$ cat src/rtl/cosin_pkg.sv
package cosin_pkg;

    localparam int GRP_W    = 8;
    localparam int NUM_GRP  = 6;
    localparam int ADDR_W   = 3;
    localparam int NUM_CH   = GRP_W * NUM_GRP;
    localparam int IDX_W    = $clog2(NUM_GRP);

    localparam logic [ADDR_W-1:0] GAP_OFS  = 3'd3;
    localparam logic [ADDR_W-1:0] CTRL_OFS = 3'd7;

    // result of decoding a byte offset onto an input group
    typedef struct packed {
        logic             hit;
        logic [IDX_W-1:0] idx;
    } grp_sel_t;

    // layout of the control/status read byte
    typedef struct packed {
        logic               zero7;
        logic               irq_n;
        logic [NUM_GRP-1:0] grp;
    } ctrl_rd_t;

    // offsets below the gap map directly, those above it shift down by one
    function automatic grp_sel_t decode_grp(input logic [ADDR_W-1:0] ofs);
        grp_sel_t s;
        s.hit = 1'b0;
        s.idx = '0;
        if (ofs < GAP_OFS) begin
            s.hit = 1'b1;
            s.idx = IDX_W'(ofs);
        end else if (ofs > GAP_OFS && ofs < CTRL_OFS) begin
            s.hit = 1'b1;
            s.idx = IDX_W'(ofs - 3'd1);
        end
        return s;
    endfunction

endpackage

$ cat src/rtl/cosin_sync.sv
module cosin_sync #(
    parameter int WIDTH = 48
) (
    input  logic             clk,
    input  logic             rst,
    input  logic [WIDTH-1:0] async_i,
    output logic [WIDTH-1:0] sync_o
);

    logic [WIDTH-1:0] meta_q;
    logic [WIDTH-1:0] stable_q;

    always_ff @(posedge clk) begin
        if (rst) begin
            meta_q   <= '0;
            stable_q <= '0;
        end else begin
            meta_q   <= async_i;
            stable_q <= meta_q;
        end
    end

    assign sync_o = stable_q;

endmodule

$ cat src/rtl/cosin_edge.sv
module cosin_edge #(
    parameter int GRP_W   = 8,
    parameter int NUM_GRP = 6
) (
    input  logic                     clk,
    input  logic                     rst,
    input  logic [GRP_W*NUM_GRP-1:0] cur_i,
    output logic [NUM_GRP-1:0]       grp_hit_o
);

    localparam int W = GRP_W * NUM_GRP;

    logic [W-1:0] prev_q;
    logic [W-1:0] diff;

    always_ff @(posedge clk) begin
        if (rst) prev_q <= '0;
        else     prev_q <= cur_i;
    end

    // a difference either way counts as a change
    assign diff = cur_i ^ prev_q;

    for (genvar g = 0; g < NUM_GRP; g++) begin : g_grp
        assign grp_hit_o[g] = |diff[g*GRP_W +: GRP_W];
    end

endmodule

$ cat src/rtl/cosin_status.sv
module cosin_status #(
    parameter int NUM_GRP = 6
) (
    input  logic               clk,
    input  logic               rst,
    input  logic               ctl_wr_i,
    input  logic [NUM_GRP-1:0] en_wdata_i,
    input  logic               clr_i,
    input  logic [NUM_GRP-1:0] grp_hit_i,
    output logic [NUM_GRP-1:0] status_o,
    output logic               irq_o
);

    logic [NUM_GRP-1:0] en_q;
    logic [NUM_GRP-1:0] en_nxt;
    logic [NUM_GRP-1:0] status_q;
    logic [NUM_GRP-1:0] status_nxt;

    always_comb begin
        en_nxt     = ctl_wr_i ? en_wdata_i : en_q;
        status_nxt = clr_i ? '0 : status_q;
        status_nxt = (status_nxt | grp_hit_i) & en_nxt;
    end

    always_ff @(posedge clk) begin
        if (rst) begin
            en_q     <= '0;
            status_q <= '0;
        end else begin
            en_q     <= en_nxt;
            status_q <= status_nxt;
        end
    end

    assign status_o = status_q;
    assign irq_o    = |status_q;

    AST_RESET_QUIET: assert property (@(posedge clk) disable iff (rst)
        $past(rst) |-> !irq_o);
    AST_ENABLED_HIT_RAISES: assert property (@(posedge clk) disable iff (rst)
        (|(grp_hit_i & en_q) && !ctl_wr_i) |=> irq_o);
    AST_DISABLED_SILENT: assert property (@(posedge clk) disable iff (rst)
        (!ctl_wr_i && !clr_i) |=> ((status_q & ~$past(status_q) & ~$past(en_q)) == '0));
    AST_STICKY_HOLD: assert property (@(posedge clk) disable iff (rst)
        (!clr_i && !ctl_wr_i) |=> ((status_q & $past(status_q)) == $past(status_q)));
    AST_CLEAR_DROPS: assert property (@(posedge clk) disable iff (rst)
        (clr_i && grp_hit_i == '0) |=> !irq_o);
    AST_NEW_EDGE_KEPT: assert property (@(posedge clk) disable iff (rst)
        (clr_i && !ctl_wr_i) |=> (status_q == $past(grp_hit_i & en_q)));
    AST_DISABLE_FLUSH: assert property (@(posedge clk) disable iff (rst)
        ctl_wr_i |=> ((status_q & ~$past(en_wdata_i)) == '0));

endmodule

$ cat src/rtl/cosin_ctrl.sv
module cosin_ctrl
    import cosin_pkg::*;
(
    input  logic              clk,
    input  logic              rst,
    input  logic [ADDR_W-1:0] bus_addr,
    input  logic              bus_wr,
    input  logic              bus_rd,
    input  logic [7:0]        bus_wdata,
    output logic [7:0]        bus_rdata,
    input  logic [NUM_CH-1:0] din,
    output logic              irq
);

    logic [NUM_CH-1:0]  din_sync;
    logic [NUM_GRP-1:0] grp_hit;
    logic [NUM_GRP-1:0] status;
    logic               ctl_wr;
    logic               ctl_clr;
    grp_sel_t           sel;
    ctrl_rd_t           ctrl_byte;

    cosin_sync #(.WIDTH(NUM_CH)) u_sync (
        .clk     (clk),
        .rst     (rst),
        .async_i (din),
        .sync_o  (din_sync)
    );

    cosin_edge #(.GRP_W(GRP_W), .NUM_GRP(NUM_GRP)) u_edge (
        .clk       (clk),
        .rst       (rst),
        .cur_i     (din_sync),
        .grp_hit_o (grp_hit)
    );

    assign ctl_wr  = bus_wr && (bus_addr == CTRL_OFS);
    assign ctl_clr = bus_rd && (bus_addr == CTRL_OFS);

    cosin_status #(.NUM_GRP(NUM_GRP)) u_status (
        .clk        (clk),
        .rst        (rst),
        .ctl_wr_i   (ctl_wr),
        .en_wdata_i (bus_wdata[NUM_GRP-1:0]),
        .clr_i      (ctl_clr),
        .grp_hit_i  (grp_hit),
        .status_o   (status),
        .irq_o      (irq)
    );

    always_comb begin
        sel             = decode_grp(bus_addr);
        ctrl_byte.zero7 = 1'b0;
        ctrl_byte.irq_n = ~irq;
        ctrl_byte.grp   = status;
        if (bus_addr == CTRL_OFS)
            bus_rdata = ctrl_byte;
        else if (sel.hit)
            bus_rdata = din_sync[sel.idx*GRP_W +: GRP_W];
        else
            bus_rdata = '0;
    end

    AST_GAP_READS_ZERO: assert property (@(posedge clk) disable iff (rst)
        (bus_addr == GAP_OFS) |-> (bus_rdata == 8'h00));
    AST_IRQ_FLAG_LOW: assert property (@(posedge clk) disable iff (rst)
        (bus_addr == CTRL_OFS) |-> (bus_rdata[6] == !irq && !bus_rdata[7]));

endmodule

$ cat config.mk
export PLATFORM = sky130hd
export DESIGN_NAME = cosin_ctrl
export DESIGN_NICKNAME = d
export VERILOG_FILES = /design/src/rtl/cosin_pkg.sv /design/src/rtl/cosin_sync.sv /design/src/rtl/cosin_edge.sv /design/src/rtl/cosin_status.sv /design/src/rtl/cosin_ctrl.sv
export SDC_FILE = /design/constraint.sdc
export NUM_CORES = 1
export LEC_CHECK = 0
export ABC_AREA = 1
export BUFFER_PORTS_ARGS = -buffer_cell sky130_fd_sc_hd__clkbuf_2
export CAP_MARGIN = 20
export CORE_AREA = 4 4 160 131
export DETAILED_ROUTE_END_ITERATION = 10
export DIE_AREA = 0 0 164 135
export GPL_TIMING_DRIVEN = 0
export PLACE_DENSITY = 0.47
export REMOVE_ABC_BUFFERS = 1
export SKIP_CTS_REPAIR_TIMING = 1
export SLEW_MARGIN = 10
export SYNTH_ARGS = -nofsm -noshare
export SYNTH_HDL_FRONTEND = slang
export SYNTH_SLANG_ARGS = --single-unit
$ cat constraint.sdc
create_clock -name clk -period 2.25 [get_ports clk]
set_input_delay 0.45 -clock clk [delete_from_list [all_inputs] [get_ports clk]]
set_output_delay 0.45 -clock clk [all_outputs]
set_load 0.01 [all_outputs]
======== Word-level counts from Yosys, hierarchy flattened ========
Cells that the tools add are included.
storage, ports and cells
  register bits ........................... 156
  bits of input ports ..................... 63
  output and inout bits ................... 9
  word-level logic and storage cells ...... 31
operators by class
  add/subtract/negate cells ............... 1
  magnitude comparators ................... 3
  eq/ne operators ......................... 1
  shift operators ......................... 1
  multiplexer cells ....................... 6
  bitwise logic cells ..................... 4
  reductions and logical operators ........ 10
operators by type and width
  cell                                                           number
  OR reduction 8 bit                                             6
  indexed part select 48 x 7 -> 8 bit                            1
  XOR 48 bit                                                     1
  two-way mux 8 bit                                              2
  two-way mux 6 bit                                              2
  two-way mux 4 bit                                              2
  bitwise AND 6 bit                                              1
  bitwise OR 6 bit                                               1
  OR reduction 6 bit                                             1
  == test 3 bit, second input constant                           1
  greater-than comparator 3 x 2 -> 1 bit, second input constant  1
  logical AND 1 bit                                              3
  < comparator 3 x 2 -> 1 bit, second input constant             1
  < comparator 3 bit, second input constant                      1
  subtractor 3 x 1 -> 3 bit, second input constant               1
  NOT 1 bit                                                      1

======== Longest topological paths before layout ========
Gate-level depths: netlist of run 1.
  depth after elaboration ................. 7
  gate-level depth with buffers ........... 12
  depth with buffers taken out ............ 11

======== Hierarchy ========
Synthesis of run 1 repeated with hierarchy kept, for this count alone.
second synthesis, totals
  cell total of the unflattened synthesis .. 862
  area total of the unflattened synthesis .. 6273.5 µm²
modules (own cells, without submodules)
  module        times used  cells each  area an instance (µm²)  seq. area each (µm²)
  cosin_sync    1           299         2813.9                  1921.8
  cosin_edge    1           293         2055.7                  960.9
  cosin_ctrl    1           203         888.4                   0.0
  cosin_status  1           67          515.5                   240.2

======== Least setup slack after synthesis of run 1 ========
OpenSTA, ideal clock, no wires.
  kind .................................... input to output
  from .................................... input port bus_addr[0]
  to ...................................... output port bus_rdata[5]
  arrival time ............................ 1.498 ns
  data required time ...................... 1.800 ns
  path slack .............................. 0.302 ns
  stages on the path ...................... 11
  path buffers ............................ 1
  cells stage by stage .................... ha_1 > nor2_1 > nor2_4 > nor2_4 > nor2_8 > buf_6 > nand2_1 > nand2_1 > nand2_1 > nand2_1 > nand2_1
between the ends
  longest elaborated chain between the ends .. 7
  elaborated cells between the ends (all ways) .. 11
  classes of those cells .................. add/sub: 1; order compare: 3; eq/ne: 1; shift: 1; mux: 4; reduce/logical: 1
ends and longest elaborated chain
  item                                                                                 RTL line          text
  start: declaration                                                                   cosin_ctrl.sv:6   input logic [ADDR_W-1:0] bus_addr,
  greater-than comparator 3 x 2 -> 1 bit / < comparator 3 bit (equally long branches)  cosin_pkg.sv:33   end else if (ofs > GAP_OFS && ofs < CTRL_OFS) begin
  logical AND 1 bit                                                                    cosin_pkg.sv:33
  two-way mux 4 bit                                                                    cosin_pkg.sv:33
  two-way mux 4 bit                                                                    cosin_pkg.sv:30   if (ofs < GAP_OFS) begin
  indexed part select 48 x 7 -> 8 bit                                                  cosin_ctrl.sv:59  bus_rdata = din_sync[sel.idx*GRP_W +: GRP_W];
  two-way mux 8 bit                                                                    cosin_ctrl.sv:58  else if (sel.hit)
  two-way mux 8 bit *                                                                  cosin_ctrl.sv:56  if (bus_addr == CTRL_OFS)
  end: declaration                                                                     cosin_ctrl.sv:10  output logic [7:0] bus_rdata,
Every way passes the cells marked *; elsewhere a longest branch is shown, timed or not.

======== Worst setup path after layout of run 1 ========
  from .................................... input port bus_addr[1]
  to ...................................... output port bus_rdata[6]
Same word-level chain as after synthesis.

==> results of run 1 <==
-- worst max-delay path: cells and delay by family --
kind | cells | cell delay, ns
adder cells (fa/ha/maj) | 1 | 0.20
buffers and inverters | 5 | 0.52
AND/OR/NAND/NOR | 7 | 0.62
-- cell families (layout without fill, tap and decap cells) --
| family | Yosys count | count (layout) | synth area share [%] |
|---|---|---|---|
| compound gates | 23 | 23 | 2.329 |
| xor+xnor | 48 | 48 | 7.314 |
| fa+ha+maj | 2 | 2 | 0.4353 |
| buf+inv | 178 | 269 | 11.95 |
| flops | 156 | 156 | 54.33 |
| simple gates | 336 | 338 | 23.64 |
-- where the power goes --
group	internal [mW]	leakage [nW]	switching, mW
sequential	2.87	1.28	0.0509
combinational	0.253	1.90	0.351
clock	1.72	0.270	1.13
total	4.84	3.45	1.53
-- routing by layer --
metal / part of all wire [%] / GRT usage, % / wire length (µm)
met1: 51 / 15.55 / 6177
met2: 43 / 16.82 / 5145
met3: 4.4 / 3.540 / 527
met4: 1.6 / 4.192 / 189
met5: 0 / 0 / 0
-- flip-flops by register name, summed over array words and instances (netlist names) --
| register | flops |
|---|---|
| u_sync.meta_q | 48 |
| u_status.en_q | 6 |
| u_edge.prev_q | 48 |
| u_status.status_o | 6 |
| u_sync.sync_o | 48 |
-- layout make-up --
class / count / area, µm²
clock buffer: 22 / 474.2
clock inverter: 10 / 115.1
fill: 2123 / 12220
inverter: 155 / 601.8
multi-input combinational: 411 / 2090
sequential: 156 / 3123
tap: 264 / 330.3
timing repair buffer: 82 / 504.2
-- through the flow --
stage,hold slack [ns],area [µm²]
2_1_floorplan,0.3883,5643
3_3_place_gp,0.3927,6319
3_5_place_dp,0.3922,6355
4_1_cts,0.1839,6944
5_1_grt,0.1890,7238
6_report,0.2061,7238
-- Yosys cell counts (all sizes together) --
cell / n / area [µm²]
a21oi: 14 / 70.07
buf: 6 / 41.28
clkbuf: 17 / 63.81
dfxtp: 156 / 3123
ha: 2 / 25.02
inv: 155 / 581.8
nand2: 147 / 564.3
nand3: 15 / 75.07
nand4: 13 / 81.33
nor2: 161 / 638.1
o21a: 6 / 45.04
o21ai: 3 / 18.77
xnor2: 36 / 315.3
xor2: 12 / 105.1
-- worst paths after layout --
path	from	end	slack [ns]	depth (start not counted)
worst min register to register	u_sync.meta_q[34]	u_sync.sync_o[34]	0.40	2
worst min-delay path	din[43]	u_sync.meta_q[43]	0.21	3
worst max register to register	u_sync.sync_o[30]	u_status.status_o[3]	1.20	4
worst max-delay path	bus_addr[1]	bus_rdata[6]	0.001	13
==> run metrics, run 1 <==
WS Path Type=in -> out; Layout Cells excl Fill=1100; die height=135 µm; antenna-violating nets left=0; max_cap viols=0; Starting DRT DRC Count=181; CP cell instances=buf_12 -> inv_8 -> ha_4 -> inv_4 -> nand2_4 -> nor2_4 -> nor2_4 -> buf_4 -> nand2_1 -> nand3_2 -> nand3_1 -> nand2_1 -> buf_2; Largest stage delay, worst path=0.21 ns; fmax=0.4447 GHz; Worst setup SP type=primary input; crit path DAT=~1.8 ns; fin. max-slew vios=0; Antenna Diode Count=0; antenna violations before repair=0; Top Ports=72; Initial Utilization=roughly 30%; status=completed; CTS tree=done; first-pass GRT wire length=between 15000 and 20000 µm; post-synthesis register bit count=156; worst skew pair latency=0.42 ns; routed length per instance=10.95 µm; Hold Fails Final Rpt=0; Inst Count DP=1054; port buffer count=69; GPL Wtd Cong=0.7821; GRT overflow=0; Final setup viols=0; worst relative slew slack=71.97%; most common cell after layout, fill and taps aside=dfxtp_1; Yosys cell types=22; Total Die Area=between 20000 and 25000 µm²; Max H-tree Level=4; Fin Clk Skew=slightly below 0.007 ns; clk slew on worst S/H paths=0.06 ns; NumNets Final=888; Synth-to-Final Area Change=25.93%; CTS Buf Count=17; layout cells sized above 1=a little under a fifth; Power Dens Cells=a little under 900 nW/µm²; minimum clock period after layout=between 2 and 2.5 ns; Max FO, Critical Path=7; GRT Overall Usage=between 10% and 20%; dpl hpwl=slightly below 8000 µm; Setup WS post-layout=0.001398 ns; Avg Cell Area, Syn=7.736 µm²; Max Root-Sink Buffers=2; Initial DRT Pass Iterations=4; commonest non-fill, non-tap cells in the layout=156 x dfxtp_1, 154 x nor2_1, 148 x inv_1, 133 x nand2_1, 58 x clkbuf_2; drt total wl=12040 µm; TNS Setup=0 ns; root buf cell=clkbuf_16; Tcrit/Tclk final=99.94%; Worst Setup End Kind=output pin; routed via count=between 4000 and 5000; total power=6.373 mW; synth warn=0; Synth Cell Area=5748 µm²; final core occ=around 37%; TritonCTS Sinks=156; cell row count=46; DP Worst Slack=-0.9129 ns; largest net degree at the start of global routing=89; RSZ-0062 raised after global routing=yes; worst min-delay path class=in -> reg; leakage=3.449 nW; WP data required=1.80 ns; core area=19450 µm²; Worst Tran Pin Value=approximately 0.42 ns; DRC viols=0; Vias/cell=between 3 and 4; slowest stage cell on the critical path=nor2_4; Cells after Synth=approximately 740; post-synthesis sequential area ratio=54.33%; die span in x=about 160 µm; number of global-route vias before repair=3815; Worst VDD drop=between 0.3 and 0.4 mV
Note: power is estimated with default switching activity, not from simulation.
==> run 2, diff against run 1 <==
Clock period 2.25 ns to 2.91 ns, I/O delays scaled along.
==> run metrics, run 2 (synthesized netlist as in run 1, its figures left out) <==
Synth-to-Final Area Change=21.44% (was 25.93%); worst relative slew slack=66.97% (was 71.97%); drt total wl=11750 µm (was 12040 µm); fin. max-slew vios=0 (unchanged); minimum clock period after layout=2.718 ns; GRT Overall Usage=11.35% (unchanged); Buf/Inv on CP=3 (was 5); Worst Tran Pin Value=0.4942 ns (was 0.4205 ns); first-pass GRT wire length=19380 µm (unchanged); most used cell, CP=nand2_1; layout cells sized above 1=14.46% (was 18.06%); WP data required=2.33 ns (was 1.80 ns); Placement Cell Area=6355 µm² (unchanged); Max Root-Sink Buffers=2 (unchanged); Worst Setup End Kind=output pin (unchanged); CP cell instances=clkbuf_2 -> inv_1 -> nand3_2 -> nand2_4 -> nand2_1 -> nand2_1 -> nand2_1 -> a21oi_1 -> nand2_1 -> nand2_1 -> clkbuf_2 (was buf_12 -> inv_8 -> ha_4 -> inv_4 -> nand2_4 -> nor2_4 -> nor2_4 -> buf_4 -> nand2_1 -> nand3_2 -> nand3_1 -> nand2_1 -> buf_2); Total Die Area=22140 µm² (unchanged); slowest stage cell on the critical path=nand3_2 (was nor2_4); Fillers=2142 (was 2123); worst skew pair latency=0.42 ns (about the same); Power Dens Cells=697.1 nW/µm² (was 880.5 nW/µm²); Largest stage delay, worst path=0.31 ns (was 0.21 ns); core area=19450 µm² (unchanged); crit path DAT=2.14 ns (was 1.80 ns); Fin Clk Skew=0.007018 ns (was 0.006873 ns); Top Ports=72 (unchanged); WS Path Type=in -> out (unchanged); Hold Fails Final Rpt=0 (unchanged); CTS tree=done (unchanged); R2R depth=4 (unchanged); Starting DRT DRC Count=196 (was 181); status=completed (unchanged); CTS Buf Count=17 (unchanged); Final setup viols=0 (unchanged); antenna-violating nets left=0 (unchanged); cell row count=46 (unchanged); routed via count=4102 (was 4162); TNS Setup=0 ns (unchanged); clk slew on worst S/H paths=0.06 ns (about the same); Max H-tree Level=4 (unchanged); die height=135 µm (unchanged); GRT overflow=0 (unchanged); Initial Utilization=29.55% (unchanged); Final Cell Area=6980 µm² (was 7238 µm²); routed length per instance=10.80 µm (was 10.95 µm); total power=4.866 mW (was 6.373 mW); antenna violations before repair=0 (unchanged); port buffer count=69 (unchanged); Worst setup SP type=primary input (unchanged); die span in x=164 µm (unchanged); critical path depth=11 (was 13); dpl hpwl=7914 µm (unchanged); Tcrit/Tclk final=93.41%; most common cell after layout, fill and taps aside=nor2_1 (was dfxtp_1); RSZ-0062 raised after global routing=no (was yes); delay-heaviest family, CP=simple AND/OR/NAND/NOR gates (unchanged); Worst Hold Path Cells=3 (unchanged); worst min-delay path class=in -> reg (unchanged); NumNets Final=875 (was 888); commonest non-fill, non-tap cells in the layout=157 x nor2_1, 156 x dfxtp_1, 150 x inv_1, 140 x nand2_1, 68 x clkbuf_2 (was 156 x dfxtp_1, 154 x nor2_1, 148 x inv_1, 133 x nand2_1, 58 x clkbuf_2); leakage=3.358 nW (was 3.449 nW); Max FO, Critical Path=12 (was 7); Layout Cells excl Fill=1088 (was 1100); fmax=0.3679 GHz; Initial DRT Pass Iterations=4 (unchanged); TritonCTS Sinks=156 (unchanged); Worst VDD drop=0.2824 mV (was 0.3657 mV); number of global-route vias before repair=3815 (unchanged); largest net degree at the start of global routing=89 (unchanged); GPL Wtd Cong=0.7821 (unchanged); max_cap viols=0 (unchanged); root buf cell=clkbuf_16 (unchanged); Inst Count DP=1054 (unchanged); DRC viols=0 (unchanged); Vias/cell=3.770 (was 3.784)
-- run 2: changes by cell type in the layout (fill, tap and decap cells not counted), moves of 3 or more --
cell | previous run | this run
clkbuf_2 | 58 | 68
buf_2 | 7 | 0
nand2_1 | 133 | 140
nand2_2 | 11 | 6
a21oi_2 | 4 | 0
nor2_1 | 154 | 157
buf_4 | 12 | 0
a21oi_1 | 10 | 14
nor2_4 | 5 | 2
-- run 2: layer usage --
metal  wire length (µm)  GRT usage [%]  vias up  share of wire [%]
li1                   -              -     2275                  -
met1               5936          15.55     1740                 51
met2               4982          16.82       69                 42
met3                603          3.540       18                5.1
met4                227          4.192        0                1.9
met5                  0              0        -                  0
-- run 2: area by class of cell --
class | instances | area [µm²] | share of cell area, %
Inverter | 155 | 581.8 | 8.335
Timing Repair Buffer | 70 | 381.6 | 5.467
Antenna cell | 1 | 2.502 | 0.03585
Multi-Input combinational cell | 410 | 1972 | 28.25
Clock buffer | 22 | 474.2 | 6.793
Sequential cell | 156 | 3123 | 44.74
Tap cell | 264 | 330.3 | 4.732
Clock inverter | 10 | 115.1 | 1.649
-- run 2: worst paths after layout --
| kind | start | end | slack, ns |
|---|---|---|---|
| worst max register to register | u_sync.sync_o[30] | u_status.status_o[3] | 1.88 |
| worst min register to register | u_sync.meta_q[34] | u_sync.sync_o[34] | 0.40 |
| worst max-delay path | bus_addr[2] | bus_rdata[1] | 0.19 |
| worst min-delay path | din[43] | u_sync.meta_q[43] | 0.34 |
-- run 2: power by group --
| part | total, mW | switching, mW | internal (mW) |
|---|---|---|---|
| Combinational | 0.409 | 0.249 | 0.160 |
| Clock | 2.20 | 0.871 | 1.33 |
| Sequential | 2.26 | 0.0394 | 2.22 |
| Total | 4.87 | 1.16 | 3.71 |
-- run 2: tightest hold or removal path: stages --
cell and delay, ns:
clkbuf_2 0.08, inv_1 0.04, nor2_1 0.03
-- run 2: metrics by stage --
stage	util [%]	setup WS, ns	hold WS, ns
global route	35.87	0.003496	0.3210
global placement	32.48	-0.5383	0.3927
CTS	35.70	-0.5029	0.3159
floorplan	-	0.5066	0.3883
detailed placement	32.67	-0.5169	0.3922
finish	35.88	0.1917	0.3386
